==> src/rtl/tsi_pkg.sv <==
package tsi_pkg;
  localparam int ADDR_W = 7;
  localparam int WORD_W = 16;

  typedef enum logic [2:0] {S_IDLE, S_RX, S_ACK, S_TX, S_MACK} state_t;
  typedef enum logic [1:0] {PH_ADDR, PH_PTR, PH_DATA, PH_GC} phase_t;

  localparam logic [7:0] GC_WR_BYTE  = 8'h00;
  localparam logic [7:0] ARA_RD_BYTE = 8'h19;
  localparam logic [7:0] GC_RELATCH  = 8'h04;
  localparam logic [7:0] GC_RESET    = 8'h06;

  localparam logic [1:0] SEL_TEMP  = 2'b00;
  localparam logic [1:0] SEL_CFG   = 2'b01;
  localparam logic [1:0] SEL_TLOW  = 2'b10;
  localparam logic [1:0] SEL_THIGH = 2'b11;
endpackage

==> src/rtl/tsi_bus_cond.sv <==
module tsi_bus_cond (
  input  logic clk,
  input  logic rst,
  input  logic scl_i,
  input  logic sda_i,
  output logic scl_rise_o,
  output logic scl_fall_o,
  output logic start_o,
  output logic stop_o
);
  logic scl_q, sda_q;

  always_ff @(posedge clk) begin
    if (rst) begin
      scl_q <= 1'b1;
      sda_q <= 1'b1;
    end else begin
      scl_q <= scl_i;
      sda_q <= sda_i;
    end
  end

  assign scl_rise_o = ~scl_q & scl_i;
  assign scl_fall_o = scl_q & ~scl_i;
  assign start_o    = scl_q & scl_i & sda_q & ~sda_i;
  assign stop_o     = scl_q & scl_i & ~sda_q & sda_i;
endmodule

==> src/rtl/tsi_stuck_timer.sv <==
module tsi_stuck_timer #(
  parameter int TIMEOUT_CYC = 2_700_000,
  parameter int N_LINES     = 2
) (
  input  logic               clk,
  input  logic               rst,
  input  logic [N_LINES-1:0] lines_i,
  input  logic               start_i,
  input  logic               stop_i,
  output logic               tmo_o
);
  localparam int CW = $clog2(TIMEOUT_CYC + 1);
  localparam logic [CW-1:0] LIMIT = CW'(TIMEOUT_CYC - 1);

  logic               active;
  logic [N_LINES-1:0] hit;

  for (genvar g = 0; g < N_LINES; g++) begin : g_line
    logic [CW-1:0] low_cnt;
    always_ff @(posedge clk) begin
      if (rst || !active || lines_i[g]) low_cnt <= '0;
      else if (low_cnt != LIMIT)        low_cnt <= low_cnt + 1'b1;
    end
    assign hit[g] = active && !lines_i[g] && (low_cnt == LIMIT);
  end

  assign tmo_o = |hit;

  always_ff @(posedge clk) begin
    if (rst)                  active <= 1'b0;
    else if (start_i)         active <= 1'b1;
    else if (stop_i || tmo_o) active <= 1'b0;
  end
endmodule

==> src/rtl/tsi_reg_bank.sv <==
module tsi_reg_bank
  import tsi_pkg::*;
#(
  parameter int                DATA_W    = 12,
  parameter logic [DATA_W-1:0] TLOW_RST  = 12'h4B0,
  parameter logic [DATA_W-1:0] THIGH_RST = 12'h500
) (
  input  logic              clk,
  input  logic              rst,
  input  logic              soft_rst_i,
  input  logic              wr_en_i,
  input  logic [1:0]        wr_sel_i,
  input  logic              wr_lsb_i,
  input  logic [7:0]        wr_data_i,
  input  logic              temp_we_i,
  input  logic [DATA_W-1:0] temp_i,
  input  logic [1:0]        rd_sel_i,
  output logic [WORD_W-1:0] rd_word_o,
  output logic [6:0]        cfg_o,
  output logic [DATA_W-1:0] tlow_o,
  output logic [DATA_W-1:0] thigh_o,
  output logic              oneshot_o,
  output logic              cause_o
);
  localparam int PAD_W = WORD_W - DATA_W;
  localparam int LO_W  = DATA_W - 8;

  logic [DATA_W-1:0] temp_q, tlow_q, thigh_q;
  logic [6:0]        cfg_q;
  logic [7:0]        stage_q;

  always_ff @(posedge clk) begin
    oneshot_o <= 1'b0;
    if (rst || soft_rst_i) begin
      temp_q  <= '0;
      tlow_q  <= TLOW_RST;
      thigh_q <= THIGH_RST;
      cfg_q   <= '0;
      stage_q <= '0;
    end else begin
      if (temp_we_i) temp_q <= temp_i;
      if (wr_en_i) begin
        if (!wr_lsb_i) stage_q <= wr_data_i;
        case (wr_sel_i)
          SEL_CFG: if (!wr_lsb_i) begin
            cfg_q     <= wr_data_i[6:0];
            oneshot_o <= wr_data_i[7];
          end
          SEL_TLOW:  if (wr_lsb_i) tlow_q  <= {stage_q, wr_data_i[7 -: LO_W]};
          SEL_THIGH: if (wr_lsb_i) thigh_q <= {stage_q, wr_data_i[7 -: LO_W]};
          default: ;
        endcase
      end
    end
  end

  always_comb begin
    case (rd_sel_i)
      SEL_TEMP: rd_word_o = {temp_q, {PAD_W{1'b0}}};
      SEL_CFG:  rd_word_o = {1'b0, cfg_q, 8'h00};
      SEL_TLOW: rd_word_o = {tlow_q, {PAD_W{1'b0}}};
      default:  rd_word_o = {thigh_q, {PAD_W{1'b0}}};
    endcase
  end

  assign cfg_o   = cfg_q;
  assign tlow_o  = tlow_q;
  assign thigh_o = thigh_q;
  assign cause_o = $signed(temp_q) >= $signed(thigh_q);

  a_r7_soft_reset_values: assert property (@(posedge clk) disable iff (rst)
    soft_rst_i |=> (cfg_q == '0 && tlow_q == TLOW_RST && thigh_q == THIGH_RST && temp_q == '0));
  a_r6_temp_readonly: assert property (@(posedge clk) disable iff (rst)
    (wr_en_i && wr_sel_i == SEL_TEMP && !temp_we_i && !soft_rst_i) |=> $stable(temp_q));
  a_r5_oneshot_single: assert property (@(posedge clk) disable iff (rst)
    oneshot_o |=> !oneshot_o);
endmodule

==> src/rtl/tsi_core.sv <==
module tsi_core
  import tsi_pkg::*;
(
  input  logic              clk,
  input  logic              rst,
  input  logic              scl_rise_i,
  input  logic              scl_fall_i,
  input  logic              start_i,
  input  logic              stop_i,
  input  logic              tmo_i,
  input  logic              sda_i,
  input  logic [ADDR_W-1:0] addr_pins_i,
  input  logic              alert_act_i,
  input  logic              cause_i,
  input  logic [WORD_W-1:0] rd_word_i,
  output logic [1:0]        rd_sel_o,
  output logic              wr_en_o,
  output logic [1:0]        wr_sel_o,
  output logic              wr_lsb_o,
  output logic [7:0]        wr_data_o,
  output logic              soft_rst_o,
  output logic              sda_oe_o,
  output logic              rd_pulse_o,
  output logic              ara_won_o
);
  state_t            state;
  phase_t            phase;
  logic [3:0]        cnt;
  logic [7:0]        sh, tx_sh, tx_next;
  logic [1:0]        ptr;
  logic [ADDR_W-1:0] addr_q;
  logic              byte_idx, ara_mode, mack, next_tx;

  always_comb begin
    if (ara_mode)      tx_next = {addr_q, cause_i};
    else if (byte_idx) tx_next = rd_word_i[7:0];
    else               tx_next = rd_word_i[15:8];
  end

  always_ff @(posedge clk) begin
    wr_en_o    <= 1'b0;
    soft_rst_o <= 1'b0;
    rd_pulse_o <= 1'b0;
    ara_won_o  <= 1'b0;
    if (rst) begin
      state <= S_IDLE; phase <= PH_ADDR; cnt <= '0; sh <= '0; tx_sh <= '0;
      ptr <= '0; addr_q <= addr_pins_i; byte_idx <= 1'b0; ara_mode <= 1'b0;
      mack <= 1'b0; next_tx <= 1'b0; sda_oe_o <= 1'b0;
      wr_sel_o <= '0; wr_lsb_o <= 1'b0; wr_data_o <= '0;
    end else if (start_i) begin
      state <= S_RX; phase <= PH_ADDR; cnt <= '0;
      ara_mode <= 1'b0; byte_idx <= 1'b0; sda_oe_o <= 1'b0;
    end else if (stop_i || tmo_i) begin
      state <= S_IDLE; sda_oe_o <= 1'b0;
    end else begin
      case (state)
        S_RX: begin
          if (scl_rise_i && cnt != 4'd8) begin
            sh  <= {sh[6:0], sda_i};
            cnt <= cnt + 1'b1;
          end else if (scl_fall_i && cnt == 4'd8) begin
            state    <= S_ACK;
            sda_oe_o <= 1'b1;
            next_tx  <= 1'b0;
            case (phase)
              PH_ADDR: begin
                if (sh[7:1] == addr_q) begin
                  next_tx  <= sh[0];
                  phase    <= PH_PTR;
                  byte_idx <= 1'b0;
                end else if (sh == GC_WR_BYTE) begin
                  phase <= PH_GC;
                end else if (sh == ARA_RD_BYTE && alert_act_i) begin
                  ara_mode <= 1'b1;
                  next_tx  <= 1'b1;
                end else begin
                  state    <= S_IDLE;
                  sda_oe_o <= 1'b0;
                end
              end
              PH_PTR: begin
                ptr      <= sh[1:0];
                phase    <= PH_DATA;
                byte_idx <= 1'b0;
              end
              PH_DATA: begin
                wr_en_o   <= 1'b1;
                wr_sel_o  <= ptr;
                wr_lsb_o  <= byte_idx;
                wr_data_o <= sh;
                byte_idx  <= ~byte_idx;
              end
              default: begin
                if (sh == GC_RELATCH || sh == GC_RESET) addr_q <= addr_pins_i;
                if (sh == GC_RESET) begin
                  soft_rst_o <= 1'b1;
                  ptr        <= '0;
                end
              end
            endcase
          end
        end
        S_ACK: if (scl_fall_i) begin
          cnt <= '0;
          if (next_tx) begin
            tx_sh    <= tx_next;
            sda_oe_o <= ~tx_next[7];
            state    <= S_TX;
          end else begin
            sda_oe_o <= 1'b0;
            state    <= S_RX;
          end
        end
        S_TX: begin
          if (scl_rise_i && ara_mode && tx_sh[7] && !sda_i) begin
            state    <= S_IDLE;
            sda_oe_o <= 1'b0;
          end else if (scl_fall_i) begin
            if (cnt == 4'd7) begin
              sda_oe_o  <= 1'b0;
              state     <= S_MACK;
              ara_won_o <= ara_mode;
            end else begin
              cnt      <= cnt + 1'b1;
              tx_sh    <= {tx_sh[6:0], 1'b0};
              sda_oe_o <= ~tx_sh[6];
            end
          end
        end
        S_MACK: begin
          if (scl_rise_i) begin
            mack       <= ~sda_i;
            rd_pulse_o <= ~ara_mode;
            byte_idx   <= ~byte_idx;
          end else if (scl_fall_i) begin
            if (mack && !ara_mode) begin
              cnt      <= '0;
              tx_sh    <= tx_next;
              sda_oe_o <= ~tx_next[7];
              state    <= S_TX;
            end else begin
              state <= S_IDLE;
            end
          end
        end
        default: ;
      endcase
    end
  end

  assign rd_sel_o = ptr;

  a_r10_timeout_release: assert property (@(posedge clk) disable iff (rst)
    tmo_i |=> !sda_oe_o);
  a_r12_start_release: assert property (@(posedge clk) disable iff (rst)
    start_i |=> !sda_oe_o);
  a_r11_rd_pulse_single: assert property (@(posedge clk) disable iff (rst)
    rd_pulse_o |=> !rd_pulse_o);
  a_r9_won_not_read: assert property (@(posedge clk) disable iff (rst)
    ara_won_o |=> !rd_pulse_o);
endmodule

==> src/rtl/tsense_i2c_target.sv <==
module tsense_i2c_target
  import tsi_pkg::*;
#(
  parameter int                DATA_W      = 12,
  parameter int                TIMEOUT_CYC = 2_700_000,
  parameter logic [DATA_W-1:0] TLOW_RST    = 12'h4B0,
  parameter logic [DATA_W-1:0] THIGH_RST   = 12'h500
) (
  input  logic              clk,
  input  logic              rst,
  input  logic              scl_i,
  input  logic              sda_i,
  output logic              sda_oe_o,
  input  logic [6:0]        addr_pins_i,
  input  logic [DATA_W-1:0] temp_i,
  input  logic              temp_we_i,
  input  logic              alert_act_i,
  output logic [6:0]        cfg_o,
  output logic [DATA_W-1:0] tlow_o,
  output logic [DATA_W-1:0] thigh_o,
  output logic              oneshot_o,
  output logic              rd_pulse_o,
  output logic              ara_won_o
);
  logic              scl_rise, scl_fall, start, stop, tmo;
  logic              wr_en, wr_lsb, soft_rst, cause;
  logic [1:0]        wr_sel, rd_sel;
  logic [7:0]        wr_data;
  logic [WORD_W-1:0] rd_word;

  tsi_bus_cond i_cond (
    .clk(clk), .rst(rst), .scl_i(scl_i), .sda_i(sda_i),
    .scl_rise_o(scl_rise), .scl_fall_o(scl_fall), .start_o(start), .stop_o(stop)
  );

  tsi_stuck_timer #(.TIMEOUT_CYC(TIMEOUT_CYC), .N_LINES(2)) i_timer (
    .clk(clk), .rst(rst), .lines_i({scl_i, sda_i}),
    .start_i(start), .stop_i(stop), .tmo_o(tmo)
  );

  tsi_core i_core (
    .clk(clk), .rst(rst), .scl_rise_i(scl_rise), .scl_fall_i(scl_fall),
    .start_i(start), .stop_i(stop), .tmo_i(tmo), .sda_i(sda_i),
    .addr_pins_i(addr_pins_i), .alert_act_i(alert_act_i), .cause_i(cause),
    .rd_word_i(rd_word), .rd_sel_o(rd_sel), .wr_en_o(wr_en), .wr_sel_o(wr_sel),
    .wr_lsb_o(wr_lsb), .wr_data_o(wr_data), .soft_rst_o(soft_rst),
    .sda_oe_o(sda_oe_o), .rd_pulse_o(rd_pulse_o), .ara_won_o(ara_won_o)
  );

  tsi_reg_bank #(.DATA_W(DATA_W), .TLOW_RST(TLOW_RST), .THIGH_RST(THIGH_RST)) i_bank (
    .clk(clk), .rst(rst), .soft_rst_i(soft_rst), .wr_en_i(wr_en),
    .wr_sel_i(wr_sel), .wr_lsb_i(wr_lsb), .wr_data_i(wr_data),
    .temp_we_i(temp_we_i), .temp_i(temp_i), .rd_sel_i(rd_sel),
    .rd_word_o(rd_word), .cfg_o(cfg_o), .tlow_o(tlow_o), .thigh_o(thigh_o),
    .oneshot_o(oneshot_o), .cause_o(cause)
  );
endmodule

==> config.mk <==
export PLATFORM = sky130hd
export DESIGN_NAME = tsense_i2c_target
export DESIGN_NICKNAME = d
export VERILOG_FILES = /design/src/rtl/tsi_pkg.sv /design/src/rtl/tsi_bus_cond.sv /design/src/rtl/tsi_stuck_timer.sv /design/src/rtl/tsi_reg_bank.sv /design/src/rtl/tsi_core.sv /design/src/rtl/tsense_i2c_target.sv
export SDC_FILE = /design/constraint.sdc
export NUM_CORES = 1
export LEC_CHECK = 0
export BUFFER_PORTS_ARGS = -buffer_cell sky130_fd_sc_hd__buf_2
export CORE_ASPECT_RATIO = 1.2
export CORE_MARGIN = 2
export CORE_UTILIZATION = 60
export CTS_CLUSTER_DIAMETER = 120
export CTS_CLUSTER_SIZE = 12
export DETAILED_ROUTE_END_ITERATION = 10
export PLACE_DENSITY = 0.82
export SYNTH_ARGS = -nofsm -noshare
export SYNTH_HDL_FRONTEND = slang
export SYNTH_SLANG_ARGS = --single-unit
==> constraint.sdc <==
create_clock -name clk -period 2.55 [get_ports clk]
set_input_delay 0 -clock clk [delete_from_list [all_inputs] [get_ports clk]]
set_output_delay 0 -clock clk [all_outputs]
set_load 0.01 [all_outputs]
==> impl_results.md, run 1 <==
* Status: completed
* Gr ovfl total at 0
* TritonCTS clock tree: built
* Syn-to-layout area delta at 18.00%
* Worst reg2reg path depth at 6
* Worst hold slack at 0.02440 ns
* Vias per cell at 5.845
* CP peak stage delay at 0.56 ns
* # fillers at 854
* Chip height at 124.7 um
* Initial antenna violation count at 0
* Area of the multi-input gates at 3930 um^2
* First-pass GRT wire length at 29.13 mm
* PwrDens at 589.4 nW/um^2
* Final hold vios at 0
* Via count at 6330
* Seq/Total Area, Yosys at 0.4302
* DR WL/cell at 16.35 um
* Tot Pwr at 5066 uW
* Num rows at 44
* Max-cap violations at 0
* Clock skew at 0.008280 ns
* Period utilization at 0.9567
* Vias in the first global route at 6011
* Setup crit start kind: register
* RSZ-0062 raised after global routing: no
* CORE AREA at 11950 um^2
* Warnings from Yosys at 0
* Routability Congestion at 0.9105
* Top cells by area, synth: dfxtp_1, mux2i_1, nor2_1
* Worst slew pin tran at 0.8724 ns
* Post-DRT Antenna Nets at 0
* Register Area at 3133 um^2
* Worst EP required at 2.69 ns
* Total CTS buffers at 17
* Ports at 60
* Die X at 104.6 um
* Clock sinks at 153
* Worst-path cell chain: or4b_1 -> or4_4 -> o21ai_4 -> or2_2 -> nor2_1 -> a21o_1
* Number of flops mapped to enable cells by yosys at 7
* Area of the die at 13040 um^2
* Starting utilization of the core area at 0.6097
* Library cells used by synthesis at 66
* Biggest area consumer among synthesized cells: dfxtp_1
* Setup TNS at 0 ns
* Number of port buffers at 59
* Mapped Cells at 825
* Layout cells sized above 1 at 0.1443
* Top post-synthesis cells by count: dfxtp_1, nor2_1, nand2_1
* Final setup fails at 0
* Critical Path Sink Type: register
* DRC violations left at 0
* Worst-Skew Late Latency at 0.42 ns
* Root Driver: clkbuf_16
* Avg Cell Area, Syn at 8.828 um^2
* Leak at 0.003112 uW
* Largest net degree at the start of global routing at 46
* Final nets at 955
* Fin. max-slew vios at 0
* Tmin final at 2.440 ns
* Worst EP arrival at 2.58 ns
* Routed WL at 17.70 mm
* DP HPWL at 11.92 mm
* Clock slew at reported path FFs at 0.06 ns
* Top-count cell post-synth: dfxtp_1
* Fmax at 409.9 MHz
* Htree depth at 4
* Worst hold path type: in -> reg
* Clock Tree Buf Depth at 2
* Yosys top cell area share at 0.4013
* Max_slew headroom at 0.4152
* Critical path class: reg -> reg
* Synthesized area at 7283 um^2
* Diodes inserted at 0
* Post-layout util at 0.7194
* FFs w/ async S/R, synth at 0
* Prevailing post-synth register cell: dfxtp_1
* GRT Total Usage at 0.2751
* Hold Path Depth at 2
* Syn Nets at 870
* Slowest cell on crit path: or4_4
* Worst vdd ir at 402.8 uV
* DR iter-0 viols at 431
* Synth Register Bits at 153
* Critical-path maximum fanout at 7
* Pre-antenna DRT Iters at 5
==> cell families (layout without fill, tap and decap cells) <==
group | Yosys count | in the layout | share of synthesized area
xor gates and xnor gates | 43 | 43 | 0.05171
muxes | 61 | 61 | 0.09586
and+or+nand+nor | 374 | 374 | 0.2575
buffers and inverters | 61 | 158 | 0.03384
AOI/OAI and AO/OA | 113 | 113 | 0.09655
adders and majority gates | 20 | 20 | 0.03436
DFF | 153 | 153 | 0.4302
==> cell type report <==
class | count | area share
inverters | 25 | 0.01092
clock buffers | 22 | 0.05532
clock inverters | 9 | 0.01048
repair buffers | 102 | 0.07803
well taps | 161 | 0.02344
multi-input cells | 611 | 0.4573
flip-flops and latches | 153 | 0.3645
==> metal layers <==
layer  wire, um  part of all wire  track usage
met1       7674              0.43       0.3463
met2       8599              0.49       0.4594
met3        930             0.053      0.05390
met4        501             0.028       0.1184
met5          0                 0            0
==> worst paths after layout <==
check | slack (ns) | start | to
worst max-delay path | 0.11 | i_timer.g_line[0].low_cnt[11]$_SDFFE_PP0N_ | i_core.addr_q[1]$_DFFE_PP_
worst min-delay path | 0.02 | rst | i_core.sh[0]$_SDFFE_PP0P_
worst max register to register | 0.11 | i_timer.g_line[0].low_cnt[11]$_SDFFE_PP0N_ | i_core.addr_q[1]$_DFFE_PP_
worst min register to register | 0.46 | i_core.sda_oe_o$_SDFFE_PP0P_ | i_core.sda_oe_o$_SDFFE_PP0P_
==> report_power, final <==
group	internal, uW	leakage (uW)	switching [uW]	total, uW
clock	1420	0.000268	972	2400
combinational	95.9	0.00160	113	208
sequential	2430	0.00125	25.9	2460
==> layout by cell type, fill, tap and decap left out, drive strengths merged, types with 20 or more instances in the layout <==
cell type    netlist  final
dlygate4sd3        0     21
clkbuf            30     22
nand3             29     29
nand2             92     92
ha                20     20
xor2              20     20
buf                6     81
inv               25     27
a21oi             49     49
xnor2             23     23
mux2i             54     54
dfxtp            146    146
nor2             119    119
==> critical path, delay by kind of cell (launching register included) <==
family	cells	cell delay (ns)
DFF	1	0.33
AOI/OAI and AO/OA	2	0.51
and+or+nand+nor	4	1.34
==> through the flow <==
stage | setup slack (ns) | cell area [um^2] | instances
6_report | 0.1104 | 8594 | 1083
2_1_floorplan | 0.2774 | 7283 | 825
3_5_place_dp | 0.1184 | 7804 | 1031
5_1_grt | 0.008811 | 8594 | 1083
3_3_place_gp | 0.1554 | 7804 | 1031
4_1_cts | 0.04958 | 8579 | 1083
==> sequential cells by signal, indices dropped and copies added, names as in the netlist, 2 cells and up <==
signal,cells
i_bank.cfg_o,7
i_bank.stage_q,8
i_bank.temp_q,12
i_bank.thigh_o,12
i_bank.tlow_o,12
i_core.addr_q,7
i_core.cnt,4
i_core.phase,2
i_core.rd_sel_o,2
i_core.sh,8
i_core.state,3
i_core.tx_sh,8
i_core.wr_data_o,8
i_core.wr_sel_o,2
i_timer.g_line.low_cnt,44
==> repair_timing <==
| item | 4_1_cts | 5_1_grt |
|---|---|---|
| endpoints found under the hold margin | 23 | 0 |
| setup buffers | 0 | 0 |
| setup endpoints to repair | 0 | 11 |
| hold buffers | 21 | 0 |
| gates resized for setup | 0 | 2 |
Power figures use the tool's default switching activity.
==> run 2: changes to the inputs <==
--- a/config.mk
+++ b/config.mk
@@ -8,11 +8,11 @@
 export BUFFER_PORTS_ARGS = -buffer_cell sky130_fd_sc_hd__buf_2
 export CORE_ASPECT_RATIO = 1.2
 export CORE_MARGIN = 2
-export CORE_UTILIZATION = 60
+export CORE_UTILIZATION = 55
 export CTS_CLUSTER_DIAMETER = 120
 export CTS_CLUSTER_SIZE = 12
 export DETAILED_ROUTE_END_ITERATION = 10
-export PLACE_DENSITY = 0.82
+export PLACE_DENSITY = 0.76
 export SYNTH_ARGS = -nofsm -noshare
 export SYNTH_HDL_FRONTEND = slang
 export SYNTH_SLANG_ARGS = --single-unit
==> run 2 against run 1 <==
  * Clock-buffer cell count shrank 1
  * Die area grew 8.8%
  * Combinational power is essentially flat
  * Critical path depth grew 1
  * Core utilization shrank 5.3 points
  * First-iteration DRC count grew 3.5%
  * Non-clock buffer count grew 8
  * Clock skew grew 0.00092 ns
  * Critical path type unchanged
  * Critical endpoint is now i_core.tx_sh[7]$_SDFFE_PP0P_
  * Largest cell class unchanged
  * Highest routed layer unchanged
==> impl_results.md, run 2 (synthesis results as in run 1) <==
* Final setup fails at 0 (unchanged)
* Worst EP required at 2.87 ns (was 2.69 ns)
* # fillers at 1036 (was 854)
* Area of the die at 14180 um^2 (was 13040 um^2)
* Setup TNS at 0 ns (unchanged)
* Number of port buffers at 59 (unchanged)
* Worst slew pin tran at 0.8086 ns (was 0.8724 ns)
* CP peak stage delay at 0.56 ns (about the same)
* Routability Congestion at 0.9412 (was 0.9105)
* Post-DRT Antenna Nets at 0 (unchanged)
* Max_slew headroom at 0.4580 (was 0.4152)
* Initial antenna violation count at 0 (unchanged)
* Area of the multi-input gates at 3921 um^2 (was 3930 um^2)
* GRT Total Usage at 0.2540 (was 0.2751)
* Cells after DPL at 1042 (was 1031)
* DR WL/cell at 16.08 um (was 16.35 um)
* Period utilization at 0.9444 (was 0.9567)
* Worst-path cell chain: or4b_1 -> or4_4 -> o21ai_4 -> buf_4 -> nor4b_2 -> buf_4 -> a311oi_1 (was or4b_1 -> or4_4 -> o21ai_4 -> or2_2 -> nor2_1 -> a21o_1)
* Status: completed (unchanged)
* Max FFs per register at 44 (unchanged)
* DRC violations left at 0 (unchanged)
* Routed WL at 17.68 mm (was 17.70 mm)
* Total CTS buffers at 17 (unchanged)
* Layout cells sized above 1 at 0.1536 (was 0.1443)
* Tot Pwr at 5268 uW (was 5066 uW)
* Starting utilization of the core area at 0.5575 (was 0.6097)
* Gr ovfl total at 0 (unchanged)
* DP HPWL at 12.14 mm (was 11.92 mm)
* Syn-to-layout area delta at 19.53% (was 18.00%)
* Htree depth at 4 (unchanged)
* Final nets at 963 (was 955)
* Largest delay share family, worst path: simple AND/OR/NAND/NOR gates (unchanged)
* Vias in the first global route at 5776 (was 6011)
* Root Driver: clkbuf_16 (unchanged)
* RSZ-0062 raised after global routing: no (unchanged)
* Via count at 6276 (was 6330)
* Fin. max-slew vios at 0 (unchanged)
* Worst vdd ir at 563.7 uV (was 402.8 uV)
* Clock sinks at 153 (unchanged)
* Most frequent CP cell: buf_4
* Slowest cell on crit path: or4_4 (unchanged)
* Largest Register: i_timer.g_line.low_cnt (unchanged)
* Critical Path Sink Type: register (unchanged)
* Tmin final at 2.408 ns (was 2.440 ns)
* Fin cells at 1099 (was 1083)
* Pre-antenna DRT Iters at 5 (unchanged)
* Ports at 60 (unchanged)
* Num rows at 46 (was 44)
* Register Area at 3133 um^2 (unchanged)
* Leak at 0.003162 uW (was 0.003112 uW)
* Dpl ws at 0.06030 ns (was 0.1184 ns)
* Fmax at 415.2 MHz (was 409.9 MHz)
* Die X at 109.1 um (was 104.6 um)
* Most common cell after layout, fill and taps aside: dfxtp_1 (unchanged)
* Vias per cell at 5.711 (was 5.845)
* Setup ws final at 0.1417 ns (was 0.1104 ns)
* Final hold vios at 0 (unchanged)
* Clock slew at reported path FFs at 0.07 ns (was 0.06 ns)
* Critical-path maximum fanout at 10 (was 7)
* Chip height at 130.1 um (was 124.7 um)
* DR iter-0 viols at 446 (was 431)
* First-pass GRT wire length at 28.13 mm (was 29.13 mm)
* CORE AREA at 13070 um^2 (was 11950 um^2)
* Setup crit start kind: register (unchanged)
* CP bufs+invs at 2 (was 0)
* Clock Tree Buf Depth at 2 (unchanged)
* Worst EP arrival at 2.73 ns (was 2.58 ns)
* Largest net degree at the start of global routing at 46 (unchanged)
* Worst-Skew Late Latency at 0.43 ns (was 0.42 ns)
* Critical path class: reg -> reg (unchanged)
* Clock skew at 0.009198 ns (was 0.008280 ns)
* TritonCTS clock tree: built (unchanged)
* PwrDens at 605.1 nW/um^2 (was 589.4 nW/um^2)
* Worst hold path type: in -> reg (unchanged)
* Max-cap violations at 0 (unchanged)
* Most frequent cells in the layout: dfxtp_1, nor2_1, nand2_1 (unchanged)
* Diodes inserted at 0 (unchanged)
==> run 2: metal layers <==
| metal | track usage | vias to the layer above | part of all wire |
|---|---|---|---|
| met5 | 0 | - | 0 |
| met4 | 0.1033 | 0 | 0.021 |
| met3 | 0.05345 | 34 | 0.049 |
| met2 | 0.4235 | 177 | 0.49 |
| met1 | 0.3198 | 2971 | 0.44 |
| li1 | - | 3094 | - |
==> run 2: path summary, 6_finish.rpt <==
kind | startpoint | endpoint | slack (ns) | cells after the start
hold / removal | temp_we_i | i_bank.temp_q[2]$_SDFFE_PP0P_ | 0.07 | 3
setup reg to reg | i_timer.g_line[0].low_cnt[11]$_SDFFE_PP0N_ | i_core.tx_sh[7]$_SDFFE_PP0P_ | 0.14 | 7
hold reg to reg | i_bank.stage_q[5]$_SDFFE_PP0P_ | i_bank.thigh_o[9]$_SDFFE_PP0P_ | 0.47 | 2
setup / recovery | i_timer.g_line[0].low_cnt[11]$_SDFFE_PP0N_ | i_core.tx_sh[7]$_SDFFE_PP0P_ | 0.14 | 7
==> run 2: where the power goes <==
group	internal (uW)	switching [uW]	total [uW]
logic	98.9	109	208
clock network	1570	1030	2600
registers	2430	25.7	2460
total	4100	1170	5270
==> run 2: timing repair <==
item | in CTS | in global routing
gates resized for setup | 0 | 1
hold endpoints to repair | 23 | 0
hold buffers | 21 | 0
endpoints found under the setup margin | 0 | 18
buffers inserted | 0 | 4
==> run 2: worst min-delay path: stages <==
cell and delay (ns):
buf_2 0.22, mux2i_1 0.16, nor2_1 0.07
==> run 2: area by class of cell <==
cell class,count,area share
Tap cell,168,0.02414
Inverter,25,0.01078
Timing Repair Buffer,110,0.08393
Multi-Input combinational cell,611,0.4504
Clock inverter,11,0.01538
Clock buffer,21,0.05548
Sequential cell,153,0.3599
==> run 2: through the flow <==
step,utilization,instance area (um^2),hold WS (ns)
6_report,0.6663,8706,0.06507
5_1_grt,0.6663,8706,0.09114
4_1_cts,0.6636,8670,0.07034
3_5_place_dp,0.6003,7843,0.1781
3_3_place_gp,0.6003,7843,0.1833
2_1_floorplan,-,7283,0.09887
